$ cat config.mk
export PLATFORM = sky130hd
export DESIGN_NAME = pmu_evid_rd_arb
export DESIGN_NICKNAME = d
export VERILOG_FILES = /design/src/rtl/pmu_evid_pkg.sv /design/src/rtl/pmu_enc_match.sv /design/src/rtl/pmu_trap_chain.sv /design/src/rtl/pmu_rsp_stage.sv /design/src/rtl/pmu_evid_rd_arb.sv
export SDC_FILE = /design/constraint.sdc
export NUM_CORES = 1
export LEC_CHECK = 0
export CAP_MARGIN = 0
export CORE_MARGIN = 10
export CORE_UTILIZATION = 29
export CTS_CLUSTER_DIAMETER = 60
export CTS_CLUSTER_SIZE = 14
export DETAILED_ROUTE_END_ITERATION = 16
export HOLD_SLACK_MARGIN = 0.08
export PLACE_DENSITY = 0.86
export SYNTH_ARGS = -nofsm -noshare
export SYNTH_HDL_FRONTEND = slang
export SYNTH_SLANG_ARGS = --single-unit
$ cat constraint.sdc
create_clock -name clk -period 3.8 [get_ports clk]
set_input_delay 0.95 -clock clk [delete_from_list [all_inputs] [get_ports clk]]
set_output_delay 0.95 -clock clk [all_outputs]
set_load 0.005 [all_outputs]
$ cat src/rtl/pmu_evid_pkg.sv
package pmu_evid_pkg;

    typedef enum logic [1:0] {
        LVL_0 = 2'd0,
        LVL_1 = 2'd1,
        LVL_2 = 2'd2,
        LVL_3 = 2'd3
    } xlevel_e;

    typedef enum logic [2:0] {
        OUT_READ    = 3'd0,
        OUT_UNDEF   = 3'd1,
        OUT_TRAP1   = 3'd2,
        OUT_TRAP2   = 3'd3,
        OUT_TRAP3   = 3'd4,
        OUT_NOCLAIM = 3'd5
    } outcome_e;

    localparam logic [5:0] TRAP_CLASS = 6'h18;

    typedef struct packed {
        logic [1:0] op0;
        logic [2:0] op1;
        logic [3:0] crn;
        logic [3:0] crm;
        logic [2:0] op2;
    } sysenc_t;

    localparam sysenc_t EVID_HI_ENC = '{op0: 2'b11, op1: 3'b011, crn: 4'b1001,
                                        crm: 4'b1100, op2: 3'b111};

    // Configuration seen by the priority chain
    typedef struct packed {
        logic has_pmu;
        logic has_uext;
        logic has_fgt;
        logic has_el3;
        logic el2_en;
        logic in_host;
        logic route_gen;
        logic usr_en;
        logic usr_ext_en;
        logic usr_id_trap;
        logic fgt_rd_trap;
        logic el3_fgt_en;
        logic hyp_pm_trap;
        logic mon_pm_trap;
        logic sdd_prio;
        logic sdd_undef;
    } trapcfg_t;

    function automatic outcome_e user_route(input trapcfg_t c);
        return (c.el2_en && c.route_gen) ? OUT_TRAP2 : OUT_TRAP1;
    endfunction

    function automatic logic is_trap(input outcome_e k);
        return (k == OUT_TRAP1) || (k == OUT_TRAP2) || (k == OUT_TRAP3);
    endfunction

endpackage

$ cat src/rtl/pmu_enc_match.sv
module pmu_enc_match
    import pmu_evid_pkg::*;
#(
    parameter sysenc_t MATCH = EVID_HI_ENC
) (
    input  sysenc_t enc,
    output logic    hit
);
    localparam int NFIELD = 5;
    logic [NFIELD-1:0] fld_eq;

    assign fld_eq[0] = (enc.op0 == MATCH.op0);
    assign fld_eq[1] = (enc.op1 == MATCH.op1);
    assign fld_eq[2] = (enc.crn == MATCH.crn);
    assign fld_eq[3] = (enc.crm == MATCH.crm);
    assign fld_eq[4] = (enc.op2 == MATCH.op2);

    assign hit = &fld_eq;
endmodule

$ cat src/rtl/pmu_trap_chain.sv
module pmu_trap_chain
    import pmu_evid_pkg::*;
(
    input  xlevel_e    lvl,
    input  logic       hit,
    input  trapcfg_t   cfg,
    output outcome_e   kind,
    output logic [5:0] ec
);
    logic     undef_first;
    logic     usr_block;
    logic     id_block;
    logic     fgt_hit;
    logic     hyp_hit;
    logic     low_lvl;
    outcome_e mon_tail;

    assign low_lvl     = (lvl == LVL_0) || (lvl == LVL_1);
    assign undef_first = cfg.has_el3 && cfg.sdd_prio && cfg.mon_pm_trap;
    assign usr_block   = !cfg.usr_en && (!cfg.has_uext || !cfg.usr_ext_en);
    assign id_block    = cfg.has_uext && cfg.usr_id_trap;
    assign fgt_hit     = low_lvl && cfg.el2_en && cfg.has_fgt && cfg.fgt_rd_trap
                         && (!cfg.has_el3 || cfg.el3_fgt_en)
                         && !((lvl == LVL_0) && cfg.in_host);
    assign hyp_hit     = low_lvl && cfg.el2_en && cfg.hyp_pm_trap;

    always_comb begin
        if (cfg.has_el3 && cfg.mon_pm_trap)
            mon_tail = cfg.sdd_undef ? OUT_UNDEF : OUT_TRAP3;
        else
            mon_tail = OUT_READ;
    end

    always_comb begin
        if (!hit)                              kind = OUT_NOCLAIM;
        else if (!cfg.has_pmu)                 kind = OUT_UNDEF;
        else if (lvl == LVL_3)                 kind = OUT_READ;
        else if (undef_first)                  kind = OUT_UNDEF;
        else if ((lvl == LVL_0) && usr_block)  kind = user_route(cfg);
        else if ((lvl == LVL_0) && id_block)   kind = user_route(cfg);
        else if (fgt_hit)                      kind = OUT_TRAP2;
        else if (hyp_hit)                      kind = OUT_TRAP2;
        else                                   kind = mon_tail;
    end

    assign ec = is_trap(kind) ? TRAP_CLASS : 6'd0;
endmodule

$ cat src/rtl/pmu_rsp_stage.sv
module pmu_rsp_stage
    import pmu_evid_pkg::*;
#(
    parameter int DATA_W = 64
) (
    input  logic              clk,
    input  logic              rst,
    input  logic              in_valid,
    output logic              in_ready,
    input  outcome_e          in_kind,
    input  logic [5:0]        in_ec,
    input  logic [DATA_W-1:0] in_data,
    output logic              out_valid,
    input  logic              out_ready,
    output outcome_e          out_kind,
    output logic [5:0]        out_ec,
    output logic [DATA_W-1:0] out_data
);
    assign in_ready = !out_valid || out_ready;

    always_ff @(posedge clk) begin
        if (rst) begin
            out_valid <= 1'b0;
            out_kind  <= OUT_NOCLAIM;
            out_ec    <= '0;
            out_data  <= '0;
        end else if (in_ready) begin
            out_valid <= in_valid;
            if (in_valid) begin
                out_kind <= in_kind;
                out_ec   <= in_ec;
                out_data <= in_data;
            end
        end
    end

    // acceptance yields a response at the next edge
    a_r11_accept_next: assert property (@(posedge clk) disable iff (rst)
        (in_valid && in_ready) |=> out_valid);

    // stalled response holds
    a_r11_hold: assert property (@(posedge clk) disable iff (rst)
        (out_valid && !out_ready) |=> (out_valid && $stable(out_kind)
                                       && $stable(out_ec) && $stable(out_data)));

    // syndrome class present exactly on traps
    a_r9_class: assert property (@(posedge clk) disable iff (rst)
        out_valid |-> (((out_ec == TRAP_CLASS) == is_trap(out_kind))
                       && ((out_ec == 6'd0) || (out_ec == TRAP_CLASS))));

    // no data leaks on non-read outcomes
    a_r10_data_zero: assert property (@(posedge clk) disable iff (rst)
        (out_valid && (out_kind != OUT_READ)) |-> (out_data == '0));

    // outcome code within the defined set
    a_r13_kind_legal: assert property (@(posedge clk) disable iff (rst)
        out_valid |-> (out_kind <= OUT_NOCLAIM));
endmodule

$ cat src/rtl/pmu_evid_rd_arb.sv
module pmu_evid_rd_arb
    import pmu_evid_pkg::*;
#(
    parameter int              DATA_W  = 64,
    parameter logic [DATA_W-1:0] EVT_MAP = 64'h0001_00F3_7FF0_2A65
) (
    input  logic              clk,
    input  logic              rst,
    input  logic              req_valid,
    output logic              req_ready,
    input  logic [1:0]        req_el,
    input  logic [1:0]        req_op0,
    input  logic [2:0]        req_op1,
    input  logic [3:0]        req_crn,
    input  logic [3:0]        req_crm,
    input  logic [2:0]        req_op2,
    input  logic              has_pmu,
    input  logic              has_hi_events,
    input  logic              has_user_ext,
    input  logic              has_fine_trap,
    input  logic              has_el3,
    input  logic              el2_enabled,
    input  logic              el0_host,
    input  logic              el2_route_gen,
    input  logic              usr_access_en,
    input  logic              usr_ext_en,
    input  logic              usr_id_trap,
    input  logic              fine_rd_trap,
    input  logic              el3_fine_en,
    input  logic              hyp_pm_trap,
    input  logic              mon_pm_trap,
    input  logic              sdd_undef_prio,
    input  logic              sdd_undef,
    output logic              rsp_valid,
    input  logic              rsp_ready,
    output logic [2:0]        rsp_kind,
    output logic [5:0]        rsp_ec,
    output logic [DATA_W-1:0] rsp_data
);
    localparam int HALF   = DATA_W / 2;
    localparam int NHALF  = 2;

    sysenc_t           enc;
    trapcfg_t          cfg;
    logic              hit;
    outcome_e          kind_c;
    logic [5:0]        ec_c;
    logic [DATA_W-1:0] map_vis;
    logic [DATA_W-1:0] data_c;
    outcome_e          kind_q;

    assign enc = '{op0: req_op0, op1: req_op1, crn: req_crn, crm: req_crm, op2: req_op2};

    assign cfg = '{has_pmu:     has_pmu,
                   has_uext:    has_user_ext,
                   has_fgt:     has_fine_trap,
                   has_el3:     has_el3,
                   el2_en:      el2_enabled,
                   in_host:     el0_host,
                   route_gen:   el2_route_gen,
                   usr_en:      usr_access_en,
                   usr_ext_en:  usr_ext_en,
                   usr_id_trap: usr_id_trap,
                   fgt_rd_trap: fine_rd_trap,
                   el3_fgt_en:  el3_fine_en,
                   hyp_pm_trap: hyp_pm_trap,
                   mon_pm_trap: mon_pm_trap,
                   sdd_prio:    sdd_undef_prio,
                   sdd_undef:   sdd_undef};

    pmu_enc_match #(.MATCH(EVID_HI_ENC)) u_match (
        .enc (enc),
        .hit (hit)
    );

    pmu_trap_chain u_chain (
        .lvl  (xlevel_e'(req_el)),
        .hit  (hit),
        .cfg  (cfg),
        .kind (kind_c),
        .ec   (ec_c)
    );

    // Upper half of the bitmap is visible only with the high-window feature
    for (genvar h = 0; h < NHALF; h++) begin : g_half
        if (h == 0) begin : g_lo
            assign map_vis[h*HALF +: HALF] = EVT_MAP[h*HALF +: HALF];
        end else begin : g_hi
            assign map_vis[h*HALF +: HALF] = has_hi_events ? EVT_MAP[h*HALF +: HALF] : '0;
        end
    end

    assign data_c = (kind_c == OUT_READ) ? map_vis : '0;

    pmu_rsp_stage #(.DATA_W(DATA_W)) u_stage (
        .clk       (clk),
        .rst       (rst),
        .in_valid  (req_valid),
        .in_ready  (req_ready),
        .in_kind   (kind_c),
        .in_ec     (ec_c),
        .in_data   (data_c),
        .out_valid (rsp_valid),
        .out_ready (rsp_ready),
        .out_kind  (kind_q),
        .out_ec    (rsp_ec),
        .out_data  (rsp_data)
    );

    assign rsp_kind = kind_q;

    // absent base feature makes a claimed access UNDEFINED
    a_r2_no_pmu_undef: assert property (@(posedge clk) disable iff (rst)
        (req_valid && req_ready && hit && !has_pmu) |=> (rsp_kind == 3'd1));

    // EL3 always reads when the feature is present
    a_r8_el3_reads: assert property (@(posedge clk) disable iff (rst)
        (req_valid && req_ready && hit && has_pmu && (req_el == 2'd3))
        |=> (rsp_kind == 3'd0));

    // foreign encoding is never claimed
    a_r1_foreign: assert property (@(posedge clk) disable iff (rst)
        (req_valid && req_ready && !hit) |=> (rsp_kind == 3'd5));
endmodule

# Word level (Yosys, flattened, before mapping)
# Cells that the tools add are included.
# word_totals
regBits,74
input_bits,39
output_inout_bits,75
elab_cells,59
# classes
eq_ne,10
mux,14
n_reduce_logical,31
# ops
cell,n
$mux W49,1
$mux W3,10
$mux W17,1
$logic_and A1 B1 Y1,15
$eq A3 B2 Y1 const B,3
$eq A4 B4 Y1 const B,2
$eq A3 B3 Y1 const B,2
$logic_not A1 Y1,6
$logic_or A1 B1 Y1,6
$mux W5,1
$reduce_and A5 Y1,1
$eq A2 B2 Y1 const B,2
$logic_not A3 Y1,1
$eq A2 B1 Y1 const B,1
$logic_not A2 Y1,1
$reduce_and A2 Y1,1
$mux W1,1

# Logic depth before layout (Yosys ltp)
# Gate-level depths: netlist (run 1).
# logic_depth
word_depth,18
ltp_mapped,6
mapped_depth_nobuf,6

# Hierarchy
# Synthesis (run 1) repeated with hierarchy kept, for this count alone.
# unflattened
hier_cells,376
hier_area_um2,3613.5
# by_module_without_submodules
mod,n_inst,cells_per_inst,area_each_um2,seq_area_each_um2
pmu_rsp_stage,1,337,3330.7,1481.4
pmu_trap_chain,1,31,209.0,0.0
pmu_enc_match,1,5,50.0,0.0
pmu_evid_rd_arb,1,3,23.8,0.0

# Least setup slack after synthesis (run 1)
# Ideal clock, no wire load.
# synth_timing
kind,input port to flip-flop
from,in req_crm[0]
to,reg u_stage.out_data[39]
setup_ns,0.070
arrival_time_ns,2.418
required_ns,3.730
setup_slack_ns,1.313
cell_stages,6
n_path_buf,0
cell_sequence,nand4bb_4 > nor4_4 > o311ai_1 > a221oi_2 > or4b_1 > a21oi_1
# synth_between
elab_chain_cells,5
# synth_lines
element,line_no,source
"start, declared",pmu_evid_rd_arb.sv:15,"input logic [3:0] req_crm,"
$eq A4 B4 Y1,pmu_enc_match.sv:15,assign fld_eq[3] = (enc.crm == MATCH.crm);
$reduce_and A5 Y1,pmu_enc_match.sv:18,assign hit = &fld_eq;
$mux W3,pmu_trap_chain.sv:35,if (!hit) kind = OUT_NOCLAIM;
$logic_not A3 Y1,pmu_evid_rd_arb.sv:93,assign data_c = (kind_c == OUT_READ) ? map_vis : '0;
$mux W49,pmu_evid_rd_arb.sv:93,
"end signal, assigned",pmu_rsp_stage.sv:32,out_data <= in_data;
"end, declared",pmu_rsp_stage.sv:17,output logic [DATA_W-1:0] out_data
# Every way passes these cells.
# A chain may end at the register's enable or synchronous reset.

# Worst setup path after layout (run 1)
# layout_timing
from,in rsp_ready
to,out req_ready
# layout_between
elab_chain_cells,1
# layout_lines
element,line_no,source
"start, declared",pmu_evid_rd_arb.sv:35,"input logic rsp_ready,"
$logic_or A1 B1 Y1,pmu_rsp_stage.sv:19,assign in_ready = !out_valid || out_ready;
"end, declared",pmu_evid_rd_arb.sv:10,"output logic req_ready,"
# Every way passes these cells.

==> results of run 1 <==
[tightest hold or removal path: cells and delay by family (launching register included)]
family	cells	cell delay [ns]
flip-flops	1	0.30
AND/OR/NAND/NOR	2	0.14
[Yosys cell counts (2+ instances only)]
library cell	number	share of area, %
buf_4	67	51
dfxtp_1	7	14
nand2b_1	2	1.3
a31oi_1	2	1.3
inv_1	4	1.5
o21bai_1	2	1.5
a211oi_1	2	1.5
o311ai_1	2	1.8
and2_1	2	1.3
nand2_1	6	2.3
a21oi_1	4	2.0
nor2_1	7	2.7
[per-stage QoR]
step	util, %	std cells	area (um^2)	power, uW	setup WS, ns
2_1_floorplan	-	167	1140	138	1.31
3_3_place_gp	42.3	216	1400	156	0.744
3_5_place_dp	42.3	216	1400	157	0.676
4_1_cts	43.0	220	1430	226	0.777
5_1_grt	43.0	220	1430	242	0.714
6_report	43.0	220	1430	224	0.783
[flip-flops by register name (all words and copies together) (netlist names)]
register,flops
u_stage.out_kind,3
u_stage.out_valid,1
u_stage.out_ec,1
u_stage.out_data,2
[power by group through the flow]
stage                     registers, uW  clock network [uW]  logic [uW]
after CTS                          76.7                70.5        79.3
after global routing               77.0                75.6        89.2
after floorplan                    78.2                   0        59.4
final                              76.7                66.0        81.2
after global placement             78.1                   0        78.1
after detailed placement           78.2                   0        79.1
[cells in the final DEF, fill, tap and decap left out, drive strengths merged]
cell           Yosys  routed
clkdlybuf4s50      0      70
conb               1      43
nor2               7       7
dfxtp              7       7
nand2              6       6
inv                4       4
a21oi              4       4
clkbuf             0       4
and2               3       3
nand2b             2       2
o311ai             2       2
a31oi              2       2
o21bai             2       2
a211oi             2       2
o21ai              2       2
nand4bb            2       2
nand4              1       1
nand4b             1       1
nor4               1       1
a41oi              1       1
nor3               1       1
o41ai              1       1
o22ai              1       1
a21boi             1       1
a32oi              1       1
a221oi             1       1
or3b               1       1
or4b               1       1
[layer usage]
layer,global-route usage [%],vias to the layer above,share of wire [%]
met5,0,-,0
li1,-,412,-
met1,7.87,374,36
met3,5.47,0,16
met4,3.76,0,0
met2,14.9,68,48
[logic make-up (layout without fill, tap and decap cells)]
kind of cell / Yosys count / after routing / share of synthesized area (%)
AND/OR/NAND/NOR: 26 / 26 / 18.1
other: 1 / 43 / 0.380
buffers and inverters: 71 / 78 / 52.5
flip-flops: 7 / 7 / 14.2
AO/OA/AOI/OAI: 20 / 20 / 14.7
[cell type report]
| cell class | instances | area, um^2 | area share [%] |
|---|---|---|---|
| timing repair buffer | 70 | 701 | 49.2 |
| inverter | 4 | 15.0 | 1.05 |
| clock buffer | 4 | 26.3 | 1.84 |
| tap | 46 | 57.6 | 4.04 |
| sequential | 7 | 140 | 9.83 |
| multi-input combinational | 89 | 485 | 34.1 |
[how the worst min path moves through the flow]
| stage | from | to | slack (ns) | depth (start not counted) |
|---|---|---|---|---|
| after CTS | u_stage.out_kind[1]$_SDFFE_PP0P_ | u_stage.out_kind[1]$_SDFFE_PP0P_ | 0.50 | 2 |
| after global placement | u_stage.out_kind[2]$_SDFFE_PP1P_ | u_stage.out_kind[2]$_SDFFE_PP1P_ | 0.48 | 2 |
| after detailed placement | u_stage.out_kind[1]$_SDFFE_PP0P_ | u_stage.out_kind[1]$_SDFFE_PP0P_ | 0.49 | 2 |
| after global routing | u_stage.out_kind[1]$_SDFFE_PP0P_ | u_stage.out_kind[1]$_SDFFE_PP0P_ | 0.55 | 2 |
| final | u_stage.out_kind[1]$_SDFFE_PP0P_ | u_stage.out_kind[1]$_SDFFE_PP0P_ | 0.49 | 2 |
| after floorplan | u_stage.out_kind[1]$_SDFFE_PP0P_ | u_stage.out_kind[1]$_SDFFE_PP0P_ | 0.48 | 2 |
==> flow_metrics.tcl, run 1 <==
set metrics [dict create \
    die_y_um 78.3 \
    ys.flop_type "dfxtp_1" \
    ant_nets 0 \
    hpwl_mm 2.73 \
    yosysUniqueCellTypes 30 \
    ir_worst_vdd_mv 0.0589 \
    place_congestion 0.681 \
    fin_crit_sh_pct 79.4 \
    wl_mm 2.85 \
    setup_viol 0 \
    crit_cells 3 \
    core_um2 3310 \
    port_buffers 70 \
    io_pins 114 \
    post_cts_resized 0 \
    p_sw_share_pct 27.2 \
    ys_warn_count 0 \
    clockBufferDepth 2 \
    switchingPower_uw 60.8 \
    syn_area_per_cell_um2 7.89 \
    path_cells "clkdlybuf4s50_1 -> nand2b_1 -> clkdlybuf4s50_1" \
    pwr-share-comb_pct 36.3 \
    hold_viol_final 0 \
    crit_path_end "req_ready" \
    p_clk_share_pct 29.5 \
    drt-vias-per-instance 3.88 \
    drive_gt1_share_pct 3.45 \
    syn_area_um2 986 \
    reg2reg_depth 4 \
    grt_antenna_before_repair 0 \
    worst-path-buf-inv 2 \
    fill_cells 365 \
    ys_ff_latch 7 \
    holdBufCountCts 0 \
    worst_path_most_repeated_cell "clkdlybuf4s50_1" \
    min_period_ns 3.02 \
    critPathTopFamily "buffers and inverters" \
    grtUsageTotal_pct 8.61 \
    cts_tree "built" \
    power.internal_uw 163 \
    path_class "input pin to primary output" \
    cts_setup_buffers 0 \
    synthArstFlopShare_pct 0 \
    initial_utilization_pct 29.8 \
    clk_pin_slew_ns 0.05 \
    drt_first_pass_iters 4 \
    r2r-end "u_stage.out_data[39]$_SDFFE_PP0P_" \
    syn_inst 125 \
    drv_slew 0 \
    dieArea_um2 6130 \
    status "finished clean" \
    htreeDepth 1 \
    hold_slack_ns 0.491 \
    gr-total-overflow 0 \
    cts-buffers-inserted 3 \
    crit_arrival_ns 2.07 \
    critPathLaunchType "input pin" \
    path_max_fanout 4 \
    syn2layout_area_growth_pct 44.5 \
    rsz0062_at_grt "no" \
    slew-limit-headroom_pct 60.1 \
    grt_pass1_wl_mm 4.46 \
    grt_max_degree 20 \
    fp-row-count 21 \
    wl_per_cell_um 12.9 \
    drtIter0Drc 18 \
    hp-class "register to register" \
    p_leak_uw 0.000590 \
    end_kind "primary output" \
    worstPathRequired_ns 2.85 \
    routed-via-count 854 \
    n_antenna_cell 0 \
    drc 0 \
    clock.fmax_ghz 0.332 \
    cpPeakStageDelay_ns 0.53 \
    finalClockSkew_ns 0.00558 \
    critPathLaunch "rsp_ready" \
    r2r_start "u_stage.out_valid$_SDFFE_PP0N_" \
    cts.sinks 7 \
    worst_pin_slew_ns 0.591 \
    maxCapViolCount 0 \
    cts_root_buf "clkbuf_4" \
    grt_pass1_vias 976 \
    p_seq_share_pct 34.2 \
    synth_enable_flop_cells 0 \
    die_width_um 78.3 \
    nets 214 \
    tns_ns 0 \
    insertion_delay_ns 0.25 \
    r2r_slack_ns 2.44 \
    p_per_area_nw_per_um2 157 \
    cp_slowest_cell "clkdlybuf4s50_1" \
    yosysSeqAreaShare_pct 14.2 \
]
Note: power is estimated with default switching activity, not from simulation.
==> inputs of run 2 (changes only) <==
Settings changed: CORE_UTILIZATION 29 to 25, PLACE_DENSITY 0.86 to 0.78.
Clock period 3.8 ns to 2.6 ns, I/O delays scaled along.
==> flow_metrics.tcl, run 2 (synthesis results as in run 1) <==
set metrics [dict create \
    status "finished clean" \
    ant_nets 0 \
    fin_area_um2 1500 \
    wl_mm 3.03 \
    insertion_delay_ns 0.22 \
    worst_pin_slew_ns 0.499 \
    min_period_ns 2.46 \
    place_congestion 0.668 \
    drc 0 \
    final_common_cell "clkdlybuf4s50_1" \
    wl_per_cell_um 13.3 \
    critPathLaunchType "input pin" \
    mostFrequentLayoutCells "70 x clkdlybuf4s50_1, 43 x conb_1, 7 x nor2_1, 7 x dfxtp_1, 6 x nand2_1" \
    seq_area_um2 140 \
    post-route-util_pct 40.0 \
    n_antenna_cell 0 \
    hpwl_mm 2.83 \
    fp-row-count 22 \
    fill_cells 411 \
    maxCapViolCount 0 \
    crit_arrival_ns 2.61 \
    core_um2 3740 \
    end_kind "register" \
    syn2layout_area_growth_pct 52.0 \
    cts.sinks 7 \
    p_per_area_nw_per_um2 259 \
    holdBufCountCts 0 \
    hold_viol_final 0 \
    finalClockSkew_ns 0.000785 \
    rsz0062_at_grt "no" \
    hp-class "register to register" \
    drv_slew 0 \
    cts_tree "built" \
    htreeDepth 1 \
    grtUsageTotal_pct 7.99 \
    grt_pass1_vias 1009 \
    io_pins 114 \
    grt_pass1_wl_mm 4.69 \
    nets 219 \
    path_class "input pin to register" \
    clock.fmax_ghz 0.407 \
    cts-buffers-inserted 3 \
    fin_crit_sh_pct 94.5 \
    grt_antenna_before_repair 0 \
    port_buffers 70 \
    routed-via-count 860 \
    path_max_fanout 3 \
    drtIter0Drc 18 \
    ir_worst_vdd_mv 0.118 \
    p_leak_uw 0.000621 \
    slew-limit-headroom_pct 66.7 \
    power_uw 388 \
    multi_input_area_um2 500 \
    clk_pin_slew_ns 0.04 \
    dieArea_um2 6860 \
    largest_register_ffs 3 \
    clockBufferDepth 2 \
    cts_root_buf "clkbuf_8" \
    grt_max_degree 20 \
    gr-total-overflow 0 \
    drive_gt1_share_pct 7.26 \
    setup_viol 0 \
    top_regs "u_stage.out_kind x3, u_stage.out_data x2" \
    worstPathRequired_ns 2.76 \
    place_area_um2 1440 \
    initial_utilization_pct 26.3 \
    die_width_um 82.8 \
    drt-vias-per-instance 3.79 \
    max_flop_register "u_stage.out_kind" \
    drt_first_pass_iters 4 \
    die_y_um 82.8 \
]
## run 2: metrics by stage
step                      setup slack, ns  instances  hold WS, ns  TNS (ns)
final                               0.144        227        0.491         0
after global routing              0.00751        227        0.551         0
after CTS                           0.128        227        0.495         0
after detailed placement           -0.109        223        0.482    -0.147
after global placement            -0.0712        223        0.479   -0.0761
after floorplan                     0.413        167        0.484         0
## run 2: power by group
group          total, uW  internal (uW)  switching (uW)
clock                153            106            46.5
sequential           112            111            1.58
combinational        123           71.9            51.4
total                388            289            99.5
## run 2: worst max-delay path, cell delays in order
cell and delay (ns):
clkdlybuf4s50_1 0.40, nand4bb_4 0.23, nor4_4 0.33, o311ai_2 0.17, a221oi_2 0.23, or4b_1 0.45, a21oi_1 0.14
## run 2: cell type report
type / count / share of cell area [%]
timing repair buffer: 75 / 49.2
multi-input combinational: 89 / 33.4
sequential: 7 / 9.35
tap: 48 / 4.01
clock buffer: 4 / 3.01
inverter: 4 / 1.00
## run 2: per-layer routing
layer / up-vias / share of wire (%) / global-route usage (%)
li1: 418 / - / -
met1: 369 / 41 / 8.37
met2: 71 / 47 / 13.5
met3: 2 / 11 / 3.61
met4: 0 / 0.89 / 3.23
met5: - / 0 / 0
## run 2: what timing repair did
action                                  4_1_cts  5_1_grt
endpoints found under the setup margin        0        2
buffers inserted                              0        0
resized for setup                             0        3
## run 2: path summary, 6_finish.rpt
| kind | startpoint | end | slack [ns] | depth (start not counted) |
|---|---|---|---|---|
| hold reg to reg | u_stage.out_kind[2]$_SDFFE_PP1P_ | u_stage.out_kind[2]$_SDFFE_PP1P_ | 0.49 | 2 |
| setup / recovery | req_crm[0] | u_stage.out_data[39]$_SDFFE_PP0P_ | 0.14 | 7 |
| setup reg to reg | u_stage.out_valid$_SDFFE_PP0N_ | u_stage.out_data[39]$_SDFFE_PP0P_ | 1.26 | 4 |
| hold / removal | u_stage.out_kind[2]$_SDFFE_PP1P_ | u_stage.out_kind[2]$_SDFFE_PP1P_ | 0.49 | 2 |
